`config.mk`:
```
export PLATFORM = sky130hd
export DESIGN_NAME = tmr_irq_regs
export DESIGN_NICKNAME = d
export VERILOG_FILES = /design/src/rtl/tmr_irq_pkg.sv /design/src/rtl/tmr_reload.sv /design/src/rtl/tmr_oneshot.sv /design/src/rtl/irq_flags.sv /design/src/rtl/tmr_irq_regs.sv
export SDC_FILE = /design/constraint.sdc
export NUM_CORES = 1
export LEC_CHECK = 0
export BUFFER_PORTS_ARGS = -buffer_cell sky130_fd_sc_hd__buf_2
export CAP_MARGIN = 30
export CORE_UTILIZATION = 40
export DETAILED_ROUTE_END_ITERATION = 8
export SLEW_MARGIN = 10
export SYNTH_ARGS = -nofsm -noshare
export SYNTH_HDL_FRONTEND = slang
export SYNTH_SLANG_ARGS = --single-unit
```
`constraint.sdc`:
```
create_clock -name clk_i -period 2.5 [get_ports clk_i]
set_input_delay 0.125 -clock clk_i [delete_from_list [all_inputs] [get_ports clk_i]]
set_output_delay 0.125 -clock clk_i [all_outputs]
set_load 0.01 [all_outputs]
```
`src/rtl/tmr_irq_pkg.sv`:
```
package tmr_irq_pkg;

  localparam int BYTE_W = 8;
  localparam int TMR_W  = 2 * BYTE_W;
  localparam int FLG_W  = 7;
  localparam int NREG   = 16;

  typedef enum logic [3:0] {
    RI_PORTB = 4'd0,  RI_PORTA = 4'd1,  RI_DIRB  = 4'd2,  RI_DIRA  = 4'd3,
    RI_T1CL  = 4'd4,  RI_T1CH  = 4'd5,  RI_T1LL  = 4'd6,  RI_T1LH  = 4'd7,
    RI_T2L   = 4'd8,  RI_T2H   = 4'd9,  RI_SHIFT = 4'd10, RI_AUX   = 4'd11,
    RI_PERI  = 4'd12, RI_FLAG  = 4'd13, RI_ENA   = 4'd14, RI_PANH  = 4'd15
  } reg_idx_e;

  localparam int FB_SHIFT = 2;
  localparam int FB_T2    = 5;
  localparam int FB_T1    = 6;

  localparam logic [FLG_W-1:0] IRQ_MASK = FLG_W'((1 << FB_T1) | (1 << FB_SHIFT));

  function automatic logic is_plain(input logic [3:0] idx);
    case (idx)
      RI_PORTB, RI_PORTA, RI_DIRB, RI_DIRA,
      RI_SHIFT, RI_AUX, RI_PERI, RI_PANH: is_plain = 1'b1;
      default:                            is_plain = 1'b0;
    endcase
  endfunction

endpackage

```
`src/rtl/tmr_reload.sv`:
```
module tmr_reload
  import tmr_irq_pkg::*;
(
  input  logic              clk_i,
  input  logic              rst_ni,
  input  logic              tick_i,
  input  logic              cont_i,
  input  logic              lat_lo_we_i,
  input  logic              lat_hi_we_i,
  input  logic              load_we_i,
  input  logic [BYTE_W-1:0] wdata_i,
  output logic [TMR_W-1:0]  cnt_o,
  output logic [TMR_W-1:0]  latch_o,
  output logic              expire_o
);

  localparam logic [TMR_W-1:0] ALL1 = '1;

  logic [TMR_W-1:0] cnt_q, latch_q;

  // flag on the 0 -> -1 step; the -1 state makes the period latch+2
  assign expire_o = tick_i & cont_i & ~load_we_i & (cnt_q == '0);

  always_ff @(posedge clk_i or negedge rst_ni) begin
    if (!rst_ni) begin
      latch_q <= ALL1;
    end else begin
      if (lat_lo_we_i) latch_q[BYTE_W-1:0]     <= wdata_i;
      if (lat_hi_we_i) latch_q[TMR_W-1:BYTE_W] <= wdata_i;
    end
  end

  always_ff @(posedge clk_i or negedge rst_ni) begin
    if (!rst_ni) begin
      cnt_q <= ALL1;
    end else if (load_we_i) begin
      cnt_q <= {wdata_i, latch_q[BYTE_W-1:0]};
    end else if (tick_i) begin
      if (cont_i && cnt_q == ALL1) cnt_q <= latch_q;
      else                         cnt_q <= cnt_q - 1'b1;
    end
  end

  assign cnt_o   = cnt_q;
  assign latch_o = latch_q;

endmodule

```
`src/rtl/tmr_oneshot.sv`:
```
module tmr_oneshot
  import tmr_irq_pkg::*;
(
  input  logic              clk_i,
  input  logic              rst_ni,
  input  logic              tick_i,
  input  logic              lo_we_i,
  input  logic              hi_we_i,
  input  logic [BYTE_W-1:0] wdata_i,
  output logic [TMR_W-1:0]  cnt_o,
  output logic              under_o
);

  logic [TMR_W-1:0]  cnt_q;
  logic [BYTE_W-1:0] lo_q;
  logic              armed_q;
  logic              load;

  assign load    = lo_we_i | hi_we_i;
  assign under_o = tick_i & ~load & armed_q & (cnt_q == '0);

  always_ff @(posedge clk_i or negedge rst_ni) begin
    if (!rst_ni) begin
      cnt_q   <= '1;
      lo_q    <= '0;
      armed_q <= 1'b0;
    end else begin
      if (lo_we_i) begin
        lo_q    <= wdata_i;
        cnt_q   <= {{(TMR_W-BYTE_W){1'b0}}, wdata_i};
        armed_q <= 1'b1;
      end else if (hi_we_i) begin
        cnt_q   <= {wdata_i, lo_q};
        armed_q <= 1'b1;
      end else if (tick_i) begin
        cnt_q <= cnt_q - 1'b1;
        if (under_o) armed_q <= 1'b0;
      end
    end
  end

  assign cnt_o = cnt_q;

endmodule

```
`src/rtl/irq_flags.sv`:
```
module irq_flags
  import tmr_irq_pkg::*;
(
  input  logic              clk_i,
  input  logic              rst_ni,
  input  logic [FLG_W-1:0]  set_i,
  input  logic [FLG_W-1:0]  clr_i,
  input  logic              ena_we_i,
  input  logic [BYTE_W-1:0] wdata_i,
  output logic [FLG_W-1:0]  flags_o,
  output logic [FLG_W-1:0]  enables_o,
  output logic              irq_o
);

  logic [FLG_W-1:0] flg_q, ena_q;

  always_ff @(posedge clk_i or negedge rst_ni) begin
    if (!rst_ni) begin
      flg_q <= '0;
      ena_q <= '0;
    end else begin
      flg_q <= (flg_q & ~clr_i) | set_i;  // set beats clear
      if (ena_we_i) begin
        if (wdata_i[BYTE_W-1]) ena_q <= ena_q | wdata_i[FLG_W-1:0];
        else                   ena_q <= ena_q & ~wdata_i[FLG_W-1:0];
      end
    end
  end

  assign flags_o   = flg_q;
  assign enables_o = ena_q;
  assign irq_o     = |(flg_q & ena_q & IRQ_MASK);

endmodule

```
`src/rtl/tmr_irq_regs.sv`:
```
module tmr_irq_regs
  import tmr_irq_pkg::*;
#(
  parameter int ADDR_W  = 13,
  parameter int IDX_LSB = 9
) (
  input  logic              clk_i,
  input  logic              rst_ni,
  input  logic              tick_i,
  input  logic              sr_event_i,
  input  logic              cs_i,
  input  logic              we_i,
  input  logic [ADDR_W-1:0] addr_i,
  input  logic [7:0]        wdata_i,
  output logic [7:0]        rdata_o,
  output logic              irq_o
);

  localparam int IDX_MSB = IDX_LSB + 3;

  logic [3:0]       reg_idx;
  logic             wr, rd;
  logic [BYTE_W-1:0] store_q [NREG];
  logic [TMR_W-1:0] t1_cnt, t1_latch, t2_cnt;
  logic             t1_cont, t1_exp, t2_under;
  logic [FLG_W-1:0] flags, enables, flg_set, flg_clr;
  logic             unused_addr;

  assign reg_idx     = addr_i[IDX_MSB:IDX_LSB];
  assign unused_addr = ^addr_i;
  assign wr          = cs_i & we_i;
  assign rd          = cs_i & ~we_i;

  for (genvar g = 0; g < NREG; g++) begin : g_store
    if (is_plain(4'(g))) begin : g_ff
      always_ff @(posedge clk_i or negedge rst_ni) begin
        if (!rst_ni)                      store_q[g] <= '0;
        else if (wr && reg_idx == 4'(g)) store_q[g] <= wdata_i;
      end
    end else begin : g_none
      assign store_q[g] = '0;
    end
  end

  assign t1_cont = (store_q[RI_AUX][7:6] == 2'b01);

  tmr_reload u_t1 (
    .clk_i       (clk_i),
    .rst_ni      (rst_ni),
    .tick_i      (tick_i),
    .cont_i      (t1_cont),
    .lat_lo_we_i (wr && (reg_idx == RI_T1CL || reg_idx == RI_T1LL)),
    .lat_hi_we_i (wr && (reg_idx == RI_T1CH || reg_idx == RI_T1LH)),
    .load_we_i   (wr && reg_idx == RI_T1CH),
    .wdata_i     (wdata_i),
    .cnt_o       (t1_cnt),
    .latch_o     (t1_latch),
    .expire_o    (t1_exp)
  );

  tmr_oneshot u_t2 (
    .clk_i   (clk_i),
    .rst_ni  (rst_ni),
    .tick_i  (tick_i),
    .lo_we_i (wr && reg_idx == RI_T2L),
    .hi_we_i (wr && reg_idx == RI_T2H),
    .wdata_i (wdata_i),
    .cnt_o   (t2_cnt),
    .under_o (t2_under)
  );

  always_comb begin
    flg_set           = '0;
    flg_set[FB_T1]    = t1_exp;
    flg_set[FB_T2]    = t2_under;
    flg_set[FB_SHIFT] = sr_event_i;
    flg_clr           = '0;
    if (wr && reg_idx == RI_FLAG) flg_clr = wdata_i[FLG_W-1:0];
    if ((rd && reg_idx == RI_T1CL) ||
        (wr && (reg_idx == RI_T1CH || reg_idx == RI_T1LH))) flg_clr[FB_T1] = 1'b1;
    if (rd && reg_idx == RI_T2L)   flg_clr[FB_T2]    = 1'b1;
    if (rd && reg_idx == RI_SHIFT) flg_clr[FB_SHIFT] = 1'b1;
  end

  irq_flags u_irq (
    .clk_i     (clk_i),
    .rst_ni    (rst_ni),
    .set_i     (flg_set),
    .clr_i     (flg_clr),
    .ena_we_i  (wr && reg_idx == RI_ENA),
    .wdata_i   (wdata_i),
    .flags_o   (flags),
    .enables_o (enables),
    .irq_o     (irq_o)
  );

  always_comb begin
    case (reg_idx)
      RI_T1CL: rdata_o = t1_cnt[BYTE_W-1:0];
      RI_T1CH: rdata_o = t1_cnt[TMR_W-1:BYTE_W];
      RI_T1LL: rdata_o = t1_latch[BYTE_W-1:0];
      RI_T1LH: rdata_o = t1_latch[TMR_W-1:BYTE_W];
      RI_T2L:  rdata_o = t2_cnt[BYTE_W-1:0];
      RI_T2H:  rdata_o = t2_cnt[TMR_W-1:BYTE_W];
      RI_FLAG: rdata_o = {|(flags & enables), flags};
      RI_ENA:  rdata_o = {1'b1, enables};
      default: rdata_o = store_q[reg_idx];
    endcase
  end

endmodule

```
# Yosys cells after proc, flatten, opt, wreduce, memory -nomap -nowiden
# Index checks and enable logic that the tools add are counted.
[word_totals]
regBits = 135
inputBits = 27
output_inout_bits = 9
elab_cells = 106
[classes]
addsub = 2
n_lt_le_gt_ge = 1
eq_ne = 17
n_mux = 19
n_bitwise = 20
n_reduce_logical = 31
[op_table]
columns = ["op", "count"]
rows = [
  ["$mux 16", 6],
  ["$pmux 8 s8", 1],
  ["$bmux 8 s4", 1],
  ["$eq 4x4->1 const B", 8],
  ["$logic_not 16->1", 2],
  ["$sub 16x1->16 const B", 2],
  ["$and 7x7->7", 3],
  ["$logic_and 1x1->1", 19],
  ["$eq 16x16->1 const B", 1],
  ["$eq 4x3->1 const B", 4],
  ["$mux 8", 2],
  ["$mux 7", 2],
  ["$not 7->7", 2],
  ["$or 7x7->7", 2],
  ["$and 1x1->1", 8],
  ["$eq 4x2->1 const B", 2],
  ["$mux 1", 7],
  ["$reduce_or 7->1", 1],
  ["$reduce_bool 3->1", 2],
  ["$ge 5x5->1 const B", 1],
  ["$not 4->5", 1],
  ["$eq 4x1->1 const B", 1],
  ["$logic_not 4->1", 1],
  ["$logic_or 1x1->1", 3],
  ["other kinds (6)", 8],
]

# Logic depth before layout (Yosys ltp)
[logic_depth]
ltp_word = 11
ltp_mapped = 8

# Cells and area by module
# Synthesis repeated with hierarchy kept, for this count alone.
[hier_totals]
cells_unflattened = 738
area_unflattened_um2 = 7761.2
[by_module_without_submodules]
columns = ["module", "instances", "cells_per_inst", "area_each_um2", "seq_area_each_um2"]
rows = [
  ["tmr_irq_regs", 1, 364, 4000.1, 1601.5],
  ["tmr_reload", 1, 180, 1755.4, 840.8],
  ["tmr_oneshot", 1, 151, 1462.7, 645.6],
  ["irq_flags", 1, 43, 543.0, 350.3],
]

# Worst setup path before layout
# OpenSTA, ideal clock, no wires.
[synth_timing]
kind = "register to register"
startpoint = "register u_t2.cnt_q[7], in the netlist u_t2.cnt_o[7]"
endpoint = "register u_t2.cnt_q[13], in the netlist u_t2.cnt_o[13]"
setup_ns = 0.077
t_arrival_ns = 1.798
required_ns = 2.423
slack_ns = 0.626
stages_incl_launch_ff = 7
path_buffers = 1
synth_period_minus_slack_ns = 1.874
cell_sequence = "dfstp_2 clkbuf_1 or4_4 nor4_4 a21boi_1 o311a_1 a21o_1"
[synth_via]
elab_chain_cells = 4
[synth_lines]
columns = ["element", "line_no", "rtl"]
rows = [
  ["from (decl)", "tmr_oneshot.sv:14", "logic [TMR_W-1:0] cnt_q;"],
  ["from (signal assigned)", "tmr_oneshot.sv:30", "cnt_q <= {{(TMR_W-BYTE_W){1'b0}}, wdata_i};"],
  ["from (signal assigned)", "tmr_oneshot.sv:33", "cnt_q <= {wdata_i, lo_q};"],
  ["from (signal assigned)", "tmr_oneshot.sv:36", "cnt_q <= cnt_q - 1'b1;"],
  ["$sub 16x1->16", "tmr_oneshot.sv:36", ""],
  ["$mux 16", "tmr_oneshot.sv:35", "end else if (tick_i) begin"],
  ["$mux 16", "tmr_oneshot.sv:32", "end else if (hi_we_i) begin"],
  ["$mux 16", "tmr_oneshot.sv:28", "if (lo_we_i) begin"],
]
# Every way passes these cells. The select of a mux whose other input is x is not followed.
# A chain may end at the register's enable or synchronous reset.

# Worst setup path after layout
[layout_timing]
startpoint = "register store_q[102] (netlist name)"
endpoint = "output port rdata_o[6]"
[layout_via]
elab_chain_cells = 4
[layout_lines]
columns = ["element", "line_no", "rtl"]
rows = [
  ["from (decl)", "tmr_irq_regs.sv:23", "logic [BYTE_W-1:0] store_q [NREG];"],
  ["from (signal, indexed assignment)", "tmr_irq_regs.sv:38", "else if (wr && reg_idx == 4'(g)) store_q[g] <= wdata_i;"],
  ["$bmux 8 s4", "tmr_irq_regs.sv:107", "default: rdata_o = store_q[reg_idx];"],
  ["$mux 8 (not written as such) (2 in a row)", "tmr_irq_regs.sv:107", ""],
  ["$pmux 8 s8", "tmr_irq_regs.sv:98", "case (reg_idx)"],
  ["to (decl)", "tmr_irq_regs.sv:15", "output logic [7:0] rdata_o,"],
]
# Every way passes these cells. The select of a mux whose other input is x is not followed.

==> flow_summary.ini <==
[cells_and_area]
nets = 819
area_growth_pct = 14.4
n_antenna_cell = 0
utilization = 0.468
final_layout_size_suffix_gt1_frac = 0.300
fin_area_um2 = 8750
final_cells = 1036

[power]
max-vdd-ir-drop_mv = 0.485
comb_power_share = 0.180
switchingPower_mw = 2.13
seq_power_share = 0.445
leakagePower_nw = 3.61
p_int_mw = 5.13
clockPowerShare = 0.375
sw_frac_of_total = 0.293
power_density_nw_per_um2 = 830

[routing]
drc = 0
routedWlPerCell_um = 22.3
routed_wl_um = 23100
drt_first_iter_violations = 565
viasPerCell = 6.26
firstDrtPassIters = 5
route.vias.total = 6489
drtAntennaViolNets = 0

[sta]
setup_viol = 0
slew_violations = 0
skew_ns = 0.00909
rsz0062_at_grt = no
hold_violations = 0
fmax_mhz = 420
min_period_ns = 2.38
maxSlewHeadroom = 0.539
tightest_slew_ns = 0.689
whs_ns = 0.0742
finalSetupTns_ns = 0
fin_crit_sh = 0.952

[placed_design]
placed_area_um2 = 8100
dp.final_hpwl_um = 16000
gp_congestion = 0.930
port_buffers = 26
placedCellCount = 1002

[critical_path]
critical_path_class = reg2out
worstPathRequired_ns = 2.38
worstPathArrival_ns = 2.25
cpLargestDelayFamily = compound AO/OA/AOI/OAI gates
rr_startpoint = u_t1.cnt_o[0]
cpPeakStageDelay_ns = 0.62
timing.rr.end = u_t1.cnt_o[8]
reg2reg_slack_ns = 0.27
start_kind = flop
cp-end-kind = primary output
cp_max_fo = 2
critPathSlowestCell = a222oi_1
crit_path_cell_trace = mux4_2 > a222oi_1 > a21oi_1 > buf_2
critPathBufInv = 1
reg2reg_depth = 7
cp.depth = 4

[synthesis]
async_reset_ff_frac = 1.00
synth.cell_area_um2 = 7650
ys.flop_type = dfrtp_1
syn_nets = 801
synth_edf_count = 0
yosysWarnings = 0
syn_area_per_cell_um2 = 9.92
ys_seq_elements = 135
synth_cells = 771
synthDistinctLibCells = 70
ys_seq_area_frac = 0.450

[global_route]
grt-ovfl-total = 0
grtUsageMet3 = 0.0626
grt_pass1_vias = 6303
grt_pass1_wl_um = 36500
gr-usage-met2 = 0.381
grt_util_met1 = 0.337
grt_max_degree = 70
antenna_found_initial = 1
grt-busiest-layer = met2
grt_usage = 0.247

[floorplan]
die_w_um = 140
core_area_um2 = 18700
dieArea_um2 = 19700
start_util = 0.409
pin_count = 36
chipHeight_um = 140
rows = 50

[clock_network]
cts.root.buffer_cell = clkbuf_16
clk_pin_slew_ns = 0.06
cts_buffer_depth = 2
clock_latency_ns = 0.43
cts_num_sinks = 135
cts_tree = done
cts_inserted_buffers = 17
htree_levels = 4
cts_setup_buffers = 0

[worst_hold_path]
min_path_cells = 3
hp-start = wdata_i[5]
hold_path_class = in2reg
worst_hold_path.endpoint = u_t2.lo_q[5]

[run_status]
outcome = finished, final reports clean

[job]
maxCapViolCount = 0
-- registers in the layout, summed over array words and instances, names as in the netlist, named ones only --
| signal | count |
|---|---|
| u_t1.latch_o | 16 |
| store_q | 64 |
| u_t2.armed_q | 1 |
| u_irq.flags_o | 7 |
| u_t2.cnt_o | 16 |
| u_t2.lo_q | 8 |
| u_t1.cnt_o | 16 |
-- worst min-delay path: cells and delay by family --
family | cells | cell delay (ns)
buffers and inverters | 1 | 0.18
AND/OR/NAND/NOR | 2 | 0.16
-- power by group through the flow --
stage | Clock [mW] | Sequential [mW] | Combinational [mW]
after floorplan | 0 | 2.98 | 1.05
after detailed placement | 0 | 3.25 | 1.30
final | 2.73 | 3.23 | 1.31
after CTS | 2.75 | 3.22 | 1.31
after global routing | 2.85 | 3.29 | 1.45
after global placement | 0 | 3.22 | 1.25
-- kinds of logic after synthesis --
group / synth area share
and+or+nand+nor: 0.158
AOI/OAI and AO/OA: 0.181
DFF: 0.450
muxes: 0.153
buffers and inverters: 0.0375
xor gates and xnor gates: 0.0149
adders and majority gates: 0.00491
-- synthesized netlist by cell type (7+ instances only) --
library cell,count,area [µm²]
nand2_1,92,345
dfrtp_1,87,2180
mux2_2,82,923
o21ai_0,53,265
dfstp_2,48,1260
nor2_1,46,173
clkbuf_1,45,169
a21oi_1,37,185
nand3_1,25,125
a22oi_1,13,97.6
and3_1,13,81.3
inv_1,13,48.8
a32oi_1,12,105
o211ai_1,12,90.1
nor3_1,11,55.1
xnor2_1,11,96.3
buf_2,10,50.1
nor2b_1,9,56.3
a32o_1,8,80.1
mux4_2,8,180
mux2i_1,7,70.1
nand2b_1,7,43.8
or2_2,7,43.8
-- area by class of cell --
cell class	count	area [µm²]
clock buffer	22	464
clock inverter	10	170
fill	1747	9950
inverter	13	48.8
multi-input combinational	563	3920
sequential	135	3440
tap	234	293
timing repair buffer	59	414
-- worst max path at each step --
stage | start | endpoint
global placement | addr_i[10] | u_t1.cnt_o[9]
CTS | store_q[102] | rdata_o[6]
finish | store_q[102] | rdata_o[6]
detailed placement | addr_i[10] | u_t1.cnt_o[10]
global route | u_t1.cnt_o[0] | u_t1.cnt_o[8]
floorplan | u_t2.cnt_o[7] | u_t2.cnt_o[13]
-- routing by layer --
metal / vias to the layer above / share of wire
li1: 2892 / -
met1: 3276 / 0.44
met2: 278 / 0.47
met3: 41 / 0.074
met4: 2 / 0.018
met5: - / 0.00056
-- layout by cell type, fill, tap and decap left out, types with 7 or more instances in the layout --
| master | netlist | layout |
|---|---|---|
| nand2_1 | 92 | 92 |
| and3_1 | 13 | 13 |
| xnor2_1 | 11 | 11 |
| nand2b_1 | 7 | 7 |
| a21oi_1 | 37 | 37 |
| mux2i_1 | 7 | 7 |
| a22oi_1 | 13 | 13 |
| mux2_2 | 82 | 82 |
| buf_4 | 0 | 29 |
| nand3_1 | 25 | 25 |
| a32oi_1 | 12 | 12 |
| o21ai_0 | 53 | 53 |
| buf_2 | 10 | 25 |
| nor2b_1 | 9 | 9 |
| dfstp_2 | 48 | 48 |
| a32o_1 | 8 | 8 |
| dfrtp_1 | 87 | 87 |
| clkbuf_16 | 0 | 17 |
| inv_1 | 13 | 13 |
| nor3_1 | 11 | 11 |
| nor2_1 | 46 | 46 |
| mux4_2 | 8 | 8 |
| or2_2 | 7 | 7 |
| o211ai_1 | 12 | 12 |
-- per-stage QoR --
stage	total power, mW	setup WS [ns]
after floorplan	4.03	0.626
after global placement	4.47	0.270
after detailed placement	4.55	0.233
after CTS	7.28	0.256
after global routing	7.59	0.157
final	7.27	0.120
-- what timing repair did --
item	4_1_cts	5_1_grt
hold buffers	2	0
resized for setup	0	0
hold endpoints to repair	54	0
(Power assumes the default switching activity.)
